--- src/rtl/ccl_pkg.sv ---
// Shared types for the coprocessor conditional loop sequencer.
// Assumes a 2-bit response code in the low bits of the response register.
package ccl_pkg;
    typedef enum logic [2:0] {
        ST_IDLE,
        ST_SEND,
        ST_POLL,
        ST_DEC,
        ST_DONE
    } ccl_state_e;

    typedef enum logic [1:0] {
        RSP_BUSY  = 2'b00,
        RSP_FALSE = 2'b01,
        RSP_TRUE  = 2'b10,
        RSP_BAD   = 2'b11
    } ccl_rsp_e;
endpackage

--- src/rtl/ccl_counter.sv ---
// Loop counter update: decrements only the low LOOP_W bits of a register
// and flags when the result wraps to all ones. Purely combinational.
// Assumes LOOP_W <= DATA_W.
module ccl_counter #(
    parameter int DATA_W = 32,
    parameter int LOOP_W = 16
) (
    input  logic [DATA_W-1:0] cur,
    output logic [DATA_W-1:0] nxt,
    output logic              expired
);
    logic [LOOP_W-1:0] low_dec;

    // Decrement the low loop word.
    assign low_dec = cur[LOOP_W-1:0] - LOOP_W'(1);
    // Wrap to minus one ends the loop.
    assign expired = &low_dec;

    generate
        if (DATA_W > LOOP_W) begin : g_keep_upper
            assign nxt = {cur[DATA_W-1:LOOP_W], low_dec};
        end else begin : g_full
            assign nxt = low_dec;
        end
    endgenerate
endmodule

--- src/rtl/ccl_target.sv ---
// Address generation: fall-through address and branch target relative
// to the address of the displacement word. Purely combinational.
// Assumes DISP_W < ADDR_W.
module ccl_target #(
    parameter int ADDR_W     = 32,
    parameter int DISP_W     = 16,
    parameter int WORD_BYTES = 2
) (
    input  logic [ADDR_W-1:0] scan_pc,
    input  logic [DISP_W-1:0] disp,
    output logic [ADDR_W-1:0] fall_pc,
    output logic [ADDR_W-1:0] branch_pc
);
    localparam int EXT_W = ADDR_W - DISP_W;
    logic [ADDR_W-1:0] disp_ext;

    // Sign-extend the displacement to address width.
    assign disp_ext  = {{EXT_W{disp[DISP_W-1]}}, disp};
    // Next sequential instruction follows the displacement word.
    assign fall_pc   = scan_pc + ADDR_W'(WORD_BYTES);
    // Branch target is relative to the displacement word.
    assign branch_pc = scan_pc + disp_ext;
endmodule

--- src/rtl/ccl_loop_seq.sv ---
// Main-processor sequencer for a coprocessor-conditioned decrement-and-branch.
// Writes the selector, polls the response, optionally decrements a data
// register and produces next_pc/taken/error with a one-cycle done pulse.
// Assumes an asynchronous-read register file and a bus slave that returns
// read data in the acknowledge cycle.
module ccl_loop_seq
    import ccl_pkg::*;
#(
    parameter int DATA_W = 32,
    parameter int ADDR_W = 32,
    parameter int LOOP_W = 16,
    parameter int DISP_W = 16,
    parameter int CIR_AW = 5,
    parameter int CIR_DW = 16,
    parameter logic [CIR_AW-1:0] COND_ADDR = 5'h0E,
    parameter logic [CIR_AW-1:0] RESP_ADDR = 5'h00
) (
    input  logic              clk,
    input  logic              rst_n,
    input  logic              start,
    input  logic [15:0]       op_word,
    input  logic [CIR_DW-1:0] cond_sel,
    input  logic [DISP_W-1:0] disp,
    input  logic [ADDR_W-1:0] scan_pc,
    output logic              cp_req,
    output logic              cp_we,
    output logic [CIR_AW-1:0] cp_addr,
    output logic [CIR_DW-1:0] cp_wdata,
    input  logic              cp_ack,
    input  logic [CIR_DW-1:0] cp_rdata,
    output logic [2:0]        rf_sel,
    input  logic [DATA_W-1:0] rf_rdata,
    output logic              rf_we,
    output logic [DATA_W-1:0] rf_wdata,
    output logic              done,
    output logic              taken,
    output logic              error,
    output logic [ADDR_W-1:0] next_pc
);
    ccl_state_e        state_q, state_d;
    logic [CIR_DW-1:0] sel_q;
    logic [DISP_W-1:0] disp_q;
    logic [ADDR_W-1:0] pc_q;
    logic [2:0]        reg_q;
    logic              taken_q, err_q;
    logic [ADDR_W-1:0] npc_q;
    logic [1:0]        rsp;
    logic              expired;
    logic [ADDR_W-1:0] fall_pc, branch_pc;
    logic              unused_bits;

    assign rsp         = cp_rdata[1:0];
    assign unused_bits = ^{op_word[15:3], cp_rdata[CIR_DW-1:2]};

    ccl_counter #(.DATA_W(DATA_W), .LOOP_W(LOOP_W)) u_counter (
        .cur     (rf_rdata),
        .nxt     (rf_wdata),
        .expired (expired)
    );

    ccl_target #(.ADDR_W(ADDR_W), .DISP_W(DISP_W), .WORD_BYTES(2)) u_target (
        .scan_pc   (pc_q),
        .disp      (disp_q),
        .fall_pc   (fall_pc),
        .branch_pc (branch_pc)
    );

    // Sequence control: selector write, response polling, decrement, finish.
    always_comb begin
        state_d = state_q;
        unique case (state_q)
            ST_IDLE: if (start) state_d = ST_SEND;
            ST_SEND: if (cp_ack) state_d = ST_POLL;
            ST_POLL: if (cp_ack) begin
                unique case (rsp)
                    RSP_BUSY:  state_d = ST_POLL;
                    RSP_FALSE: state_d = ST_DEC;
                    default:   state_d = ST_DONE;
                endcase
            end
            ST_DEC:  state_d = ST_DONE;
            ST_DONE: state_d = ST_IDLE;
            default: state_d = ST_IDLE;
        endcase
    end

    // State register with synchronous active-low reset.
    always_ff @(posedge clk) begin
        if (!rst_n) state_q <= ST_IDLE;
        else        state_q <= state_d;
    end

    // Capture the instruction operands when a sequence starts.
    always_ff @(posedge clk) begin
        if (!rst_n) begin
            sel_q  <= '0;
            disp_q <= '0;
            pc_q   <= '0;
            reg_q  <= '0;
        end else if (state_q == ST_IDLE && start) begin
            sel_q  <= cond_sel;
            disp_q <= disp;
            pc_q   <= scan_pc;
            reg_q  <= op_word[2:0];
        end
    end

    // Record the outcome; values hold until the next outcome.
    always_ff @(posedge clk) begin
        if (!rst_n) begin
            taken_q <= 1'b0;
            err_q   <= 1'b0;
            npc_q   <= '0;
        end else if (state_q == ST_POLL && cp_ack && rsp != RSP_BUSY && rsp != RSP_FALSE) begin
            taken_q <= 1'b0;
            err_q   <= (rsp == RSP_BAD);
            npc_q   <= fall_pc;
        end else if (state_q == ST_DEC) begin
            taken_q <= ~expired;
            err_q   <= 1'b0;
            npc_q   <= expired ? fall_pc : branch_pc;
        end
    end

    // Bus request fields derived from the current state.
    always_comb begin
        cp_req   = (state_q == ST_SEND) || (state_q == ST_POLL);
        cp_we    = (state_q == ST_SEND);
        cp_addr  = (state_q == ST_SEND) ? COND_ADDR : RESP_ADDR;
        cp_wdata = sel_q;
    end

    assign rf_sel  = reg_q;
    assign rf_we   = (state_q == ST_DEC);
    assign done    = (state_q == ST_DONE);
    assign taken   = taken_q;
    assign error   = err_q;
    assign next_pc = npc_q;
endmodule

--- config.mk ---
export PLATFORM = sky130hd
export DESIGN_NAME = ccl_loop_seq
export DESIGN_NICKNAME = d
export VERILOG_FILES = /design/src/rtl/ccl_pkg.sv /design/src/rtl/ccl_counter.sv /design/src/rtl/ccl_target.sv /design/src/rtl/ccl_loop_seq.sv
export SDC_FILE = /design/constraint.sdc
export NUM_CORES = 1
export LEC_CHECK = 0
export BUFFER_PORTS_ARGS = -buffer_cell sky130_fd_sc_hd__buf_2
export CORE_ASPECT_RATIO = 1.2
export CORE_MARGIN = 2
export CORE_UTILIZATION = 45
export DETAILED_ROUTE_END_ITERATION = 7
export PLACE_DENSITY_LB_ADDON = 0.25
export RECOVER_POWER = 100
export SYNTH_ARGS = -nofsm -noshare
export SYNTH_HDL_FRONTEND = slang
export SYNTH_SLANG_ARGS = --single-unit
--- constraint.sdc ---
create_clock -name clk -period 5.73 [get_ports clk]
set_input_delay 0.573 -clock clk [delete_from_list [all_inputs] [get_ports clk]]
set_output_delay 0.573 -clock clk [all_outputs]
set_load 0.05 [all_outputs]
== Word-level counts from Yosys, hierarchy flattened ==
Cells that the tools add are included.

* Register bits: 104
* Input bits: 132
* Output and inout bits: 94
* Logic and storage cells: 46

* $add $sub $neg: 3
* Eq/ne operators: 10
* Multiplexer cells: 11
* Bitwise gates (word level): 2
* Reduce and logical (&&, ||, !) cells: 12

{| class="wikitable"
|+ Operators by type and width
! operator !! count
|-
| 2-to-1 mux 32 bit || 3
|-
| adder 32 x 2 -> 32 bit, second input constant || 1
|-
| adder 32 bit || 1
|-
| AND reduction 16 bit || 1
|-
| subtractor 16 x 1 -> 16 bit, second input constant || 1
|-
| one-hot mux 3 bit (4 select lines) || 1
|-
| 2-to-1 mux 3 bit || 3
|-
| == test 3 x 2 -> 1 bit, second input constant || 2
|-
| one-hot mux 3 bit (2 select lines) || 1
|-
| logical AND 1 bit || 4
|-
| 2-to-1 mux 4 bit || 1
|-
| != test 2 x 1 -> 1 bit, second input constant || 2
|-
| != test 2 bit, second input constant || 2
|-
| nonzero test 2 bit || 2
|-
| == test 3 x 1 -> 1 bit, second input constant || 1
|-
| == test 3 bit, second input constant || 1
|-
| logical NOT 3 bit || 1
|-
| AND reduction 3 bit || 1
|-
| == test 2 x 1 -> 1 bit, second input constant || 1
|-
| == test 2 bit, second input constant || 1
|-
| logical NOT 2 bit || 1
|-
| 2-to-1 mux 1 bit || 2
|-
| NOT 1 bit || 2
|-
| OR reduction 2 bit || 1
|-
| logical OR 1 bit || 1
|}

== Logic depth before layout (Yosys ltp) ==
* Word-level depth: 5
* Mapped depth: 14
* Depth with buffers taken out: 12

== Modules after synthesis ==
From an unflattened synthesis, not the netlist that was laid out.

* Cells, all modules: 872
* Area total of the unflattened synthesis: 7,230.7 um^2

{| class="wikitable"
|+ By module, submodules not included
! module !! times used !! cells each !! area each (um^2) !! seq. area each (um^2)
|-
| ccl_loop_seq || 1 || 443 || 4,130.2 || 2,082.0
|-
| ccl_target || 1 || 346 || 2,506.2 || 0.0
|-
| ccl_counter || 1 || 83 || 594.3 || 0.0
|}

== Worst setup path after synthesis ==
Ideal clock, no wire load.

* Path kind: in2reg
* Start point: in rf_rdata[0]
* End point: reg npc_q[31], in the netlist next_pc[31]
* Setup time: 79 ps
* Arrival: 4,100 ps
* Data required time: 5,651 ps
* Slack: 1,551 ps
* Stages: 13
* Buffers on the path: 1
* Cells stage by stage: inv_1 ha_1 or4b_2 nor2_1 xor2_1 nor4b_1 o2111ai_1 nand2b_1 buf_4 nor2_1 mux2i_1 mux2_1 o211ai_1

* Word-level cells in the longest chain between the ends: 5

{| class="wikitable"
|+ RTL lines
! what !! RTL line !! source
|-
| start, declared || ccl_loop_seq.sv:32 || <nowiki>input logic [DATA_W-1:0] rf_rdata,</nowiki>
|-
| subtractor 16 x 1 -> 16 bit || ccl_counter.sv:15 || <nowiki>assign low_dec = cur[LOOP_W-1:0] - LOOP_W'(1);</nowiki>
|-
| named net rf_wdata[6] || ccl_loop_seq.sv:34 || <nowiki>output logic [DATA_W-1:0] rf_wdata,</nowiki>
|-
| AND reduction 16 bit || ccl_counter.sv:17 || <nowiki>assign expired = &low_dec;</nowiki>
|-
| 2-to-1 mux 32 bit || ccl_loop_seq.sv:121 || <nowiki>npc_q <= expired ? fall_pc : branch_pc;</nowiki>
|-
| 2-to-1 mux 32 bit || ccl_loop_seq.sv:118 || <nowiki>end else if (state_q == ST_DEC) begin</nowiki>
|-
| 2-to-1 mux 32 bit || ccl_loop_seq.sv:114 || <nowiki>end else if (state_q == ST_POLL && cp_ack && rsp != RSP_BUSY && rsp != RSP_FALSE) begin</nowiki>
|-
| end signal, assigned || ccl_loop_seq.sv:117 || <nowiki>npc_q <= fall_pc;</nowiki>
|-
| end signal, assigned || ccl_loop_seq.sv:121 ||
|-
| end, declared || ccl_loop_seq.sv:46 || <nowiki>logic [ADDR_W-1:0] npc_q;</nowiki>
|}

The timed path passes the listed nets, and every way through them passes these cells. The select of a mux whose other input is x is not followed.
A chain may end at the register's enable or synchronous reset.

== Worst setup path after layout ==
* Start point: in rf_rdata[7]
* End point: reg npc_q[31], in the netlist next_pc[31]

* Word-level cells in the longest chain between the ends: 5

{| class="wikitable"
|+ RTL lines
! what !! RTL line
|-
| subtractor 16 x 1 -> 16 bit || ccl_counter.sv:15
|-
| AND reduction 16 bit || ccl_counter.sv:17
|-
| 2-to-1 mux 32 bit || ccl_loop_seq.sv:121
|-
| 2-to-1 mux 32 bit || ccl_loop_seq.sv:118
|-
| 2-to-1 mux 32 bit || ccl_loop_seq.sv:114
|}

Every way passes these cells. The select of a mux whose other input is x is not followed.

==> impl_summary.txt <==
----------------------------------------------------
[Setup path]
  Worst flop-to-flop path startpoint ... pc_q[0]
  Nature of the critical path startpoint ... input port
  Endpoint of the worst register-to-register path ... next_pc[28]
  Top fanout value on the critical path ... 53
  Required time of the critical path ... 6.02 ns
  Crit path arrival time ... 4.84 ns
  Worst-case register-to-register setup slack ... 2.27 ns
  Nature of the critical path endpoint ... flip-flop
  Startpoint-to-endpoint class of the critical path ... in -> reg
  Worst reg-to-reg path cell count ... 12

[Clock network]
  Max H-tree Level ... 3
  CTS tree ... done
  Post-CTS repair timing setup buffer count ... 0
  Clock slew at reported path FFs ... around 0.07 ns
  Buffer depth of the longest clock path ... 2
  Cts-stage hold buffer count ... 0
  Clock buffer count from CTS ... 9
  Clock root cell ... sky130_fd_sc_hd__clkbuf_16
  Skew-Pair Late Insertion Delay ... 0.36 ns
  Number of gates given a new drive strength after cts ... 0
  TritonCTS Sinks ... 104

[Die]
  Floorplan die height ... 138 um
  Rows ... 48
  Placeable core area ... 14500 um^2
  Initial standard-cell utilization of the core ... about 46%
  Total I/O pin count ... roughly 230
  Die Area ... around 16000 um^2
  Horizontal die dimension ... 116 um

[Power]
  Clk network pwr share ... 35.2%
  Switching power of the nets ... ~600 uW
  Share of total power consumed by net switching ... 32.3%
  Cell area power density ... approximately 240 nW/um^2
  Part of the total power dissipated in sequential elements ... a little over two fifths
  Cell internal power dissipation ... 1.25 mW
  VDD IR-drop max ... roughly 0.19 mV
  Combinational group share of total power ... 21.5%
  Leak ... 3.13 nW

[Placed design]
  Number of port buffers ... about 160
  Final estimated routing congestion in global placement ... 0.897
  Sum of net half-perimeters after detailed placement ... 11800 um
  Placed instance count ... roughly 1200
  Worst slack after detailed placement ... roughly 1.4 ns

[Yosys]
  Synthesized cell area ... 6720 um^2
  Area fraction in compound gates after synthesis ... around 25%
  Number of standard cells after synthesis ... approximately 870
  Dominant combinational cell family by area after synthesis ... compound AO/OA/AOI/OAI gates
  Post-synthesis share of cell area spent on xor and xnor gates ... under 10%
  Number of enable-type register cells in the synthesized netlist ... 0
  Post-synth cell types ... 60
  Sequential cell area fraction in the yosys report ... 31.0%
  Post-Synth Simple-Gate Area ... 22.7%
  Number of flip-flops and latches in the synthesized netlist ... 104
  Ranking of synthesized cells by area ... sky130_fd_sc_hd__dfxtp_1 31%, sky130_fd_sc_hd__nand2_1 12%, sky130_fd_sc_hd__a21boi_0 9.3%
  Largest area contributor in the synthesized netlist ... sky130_fd_sc_hd__dfxtp_1
  Fraction of synthesized area in multiplexers ... 0.465%
  Most used DFF post-synth ... sky130_fd_sc_hd__dfxtp_1
  Count of yosys warnings during synthesis ... 0
  Synth top area share ... 31.0%
  Fraction of registers with async set or reset after synthesis ... 0%
  Avg Cell Area, Syn ... 7.72 um^2
  Synth Area in Adders ... 6.44%

[GRT]
  Via count of the first global-routing pass ... 5852
  Global-route wire length before repair ... about 27000 um
  Pin count of the biggest net entering global routing ... 80
  Grt ovf ... 0
  Number of antenna violations at the first check in global routing ... 0
  Combined global-route utilization of all metal layers ... between 20% and 30%

[Worst hold path]
  Instance count along the most critical hold path ... 3
  Origin of the worst min-delay path ... cond_sel[7]
  Worst-case hold path end point ... cp_wdata[7]
  Worst hold path class ... in -> reg

[Route]
  First-pass detailed-route iteration total ... 4
  Drt total wl ... 16600 um
  Number of DRC markers in iteration 0 ... 225
  DRC violations left ... 0
  Remaining number of nets flagged by the antenna check after routing ... 0
  Total via count after detailed routing ... around 6300
  Via count normalized by instance count ... between 5 and 6
  Average detailed-routed wire length per instance ... between 10 and 15 um

[Finish]
  Area overhead of the layout relative to synthesis ... 14.4%
  Final #Nets ... 1152
  Final Core Density ... ~53%
  Final instance count without filler cells ... 1191
  Total inserted antenna cells ... 0
  Fraction of final layout cells with drive strength greater than 1 ... 11.5%

[Timing]
  Final hold viol count ... 0
  Final period util ... 79.5%
  Fin Setup TNS ... 0 ns
  Normalized max-slew margin ... -104%
  Slew Viols, Final ... 186
  Final setup violation count ... 0
  Fmax ... 220 MHz
  Clock tree skew after final layout ... between 0.007 and 0.008 ns
  Setup WS post-layout ... ~1.2 ns
  RSZ-0062 raised after global routing ... no
  Crit path time final ... 4.55 ns
  Slew of the pin with the lowest slew margin ... roughly 3.1 ns

[Run status]
  Failing checks ... capacitance limit, slew limit
  Outcome ... finished with violations

[Job]
  Max capacitance violation total ... 4

----------------------------------------------------
worst max-delay path by stage:
stage	from	end	slack, ns	depth (start not counted)
finish	rf_rdata[7]	next_pc[31]	1.18	11
global route	rf_rdata[1]	next_pc[31]	0.73	11
CTS	rf_rdata[7]	next_pc[31]	1.80	11
detailed placement	rf_rdata[7]	next_pc[31]	1.39	11
global placement	rf_rdata[1]	next_pc[31]	1.45	11
floorplan	rf_rdata[0]	next_pc[31]	1.55	13
kinds of logic (layout without fill, tap and decap cells):
group,after synthesis,in the layout
and+or+nand+nor,344,344
AOI/OAI and AO/OA,239,239
DFF,104,104
buffers and inverters,80,199
xor gates and xnor gates,66,66
adders and majority gates,34,34
muxes,3,3
other,1,2
sequential cells by signal, summed over array words and instances (netlist names):
signal    cells
pc_q         32
error         1
cp_wdata     16
disp_q       16
rf_sel        3
next_pc      32
taken         1
state_q       3
layer usage:
metal / GRT usage, % / part of all wire [%] / vias to the layer above
met2: 36.9 / 48 / 162
met5: 0 / 0 / -
met1: 24.6 / 44 / 2874
met3: 4.06 / 5.6 / 22
li1: - / - / 3246
met4: 8.84 / 2.2 / 0
cells in the mapped netlist (all sizes together), types with 30 or more instances:
cell type / number
o21ai: 30
ha: 33
buf: 34
a21boi: 86
a21oi: 38
nor2: 30
nand2: 221
xor2: 31
xnor2: 35
dfxtp: 104
clkbuf: 33
cell usage in the layout (no fill, tap or decap), types with 15 or more instances in the layout:
cell and count:
sky130_fd_sc_hd__nand3_1 23, sky130_fd_sc_hd__clkbuf_1 79, sky130_fd_sc_hd__a21oi_1 38, sky130_fd_sc_hd__nor2_1 29, sky130_fd_sc_hd__ha_1 33, sky130_fd_sc_hd__xor2_1 31, sky130_fd_sc_hd__o211ai_1 23, sky130_fd_sc_hd__dfxtp_1 104
sky130_fd_sc_hd__buf_2 87, sky130_fd_sc_hd__nand2_1 221, sky130_fd_sc_hd__xnor2_1 35, sky130_fd_sc_hd__a21boi_0 86, sky130_fd_sc_hd__o21ai_0 30, sky130_fd_sc_hd__a21o_1 15
layout make-up:
type | instances | area [um^2]
fillers | 1486 | 6780
multi-input cells | 688 | 4240
well taps | 200 | 250
flip-flops and latches | 104 | 2080
clock inverters | 6 | 67.6
repair buffers | 170 | 762
inverters | 13 | 48.8
clock buffers | 10 | 239
power by group through the flow:
stage	Sequential, mW	Combinational [mW]	Clock (mW)
CTS	0.797	0.405	0.664
floorplan	0.852	0.287	0
finish	0.797	0.395	0.648
global placement	0.812	0.401	0
detailed placement	0.814	0.403	0
global route	0.802	0.438	0.681
critical path, cell delays in order:
cell                        delay (ns)
sky130_fd_sc_hd__buf_2            0.12
sky130_fd_sc_hd__or4_4            0.54
sky130_fd_sc_hd__or4_1            0.55
sky130_fd_sc_hd__or3_1            0.36
sky130_fd_sc_hd__a2111oi_0        0.40
sky130_fd_sc_hd__o2111ai_1        0.18
sky130_fd_sc_hd__nand2b_1         1.35
sky130_fd_sc_hd__nor2_1           0.07
sky130_fd_sc_hd__mux2i_1          0.24
sky130_fd_sc_hd__mux2_1           0.34
sky130_fd_sc_hd__o211ai_1         0.08
per-stage QoR:
stage / hold WS, ns / total power, mW / cell area, um^2
6_report: 0.450 / 1.84 / 7690
5_1_grt: 0.455 / 1.92 / 7690
3_3_place_gp: 0.438 / 1.21 / 7490
2_1_floorplan: 0.448 / 1.14 / 6720
3_5_place_dp: 0.450 / 1.22 / 7490
4_1_cts: 0.439 / 1.87 / 7800
Power figures use the tool's default switching activity.
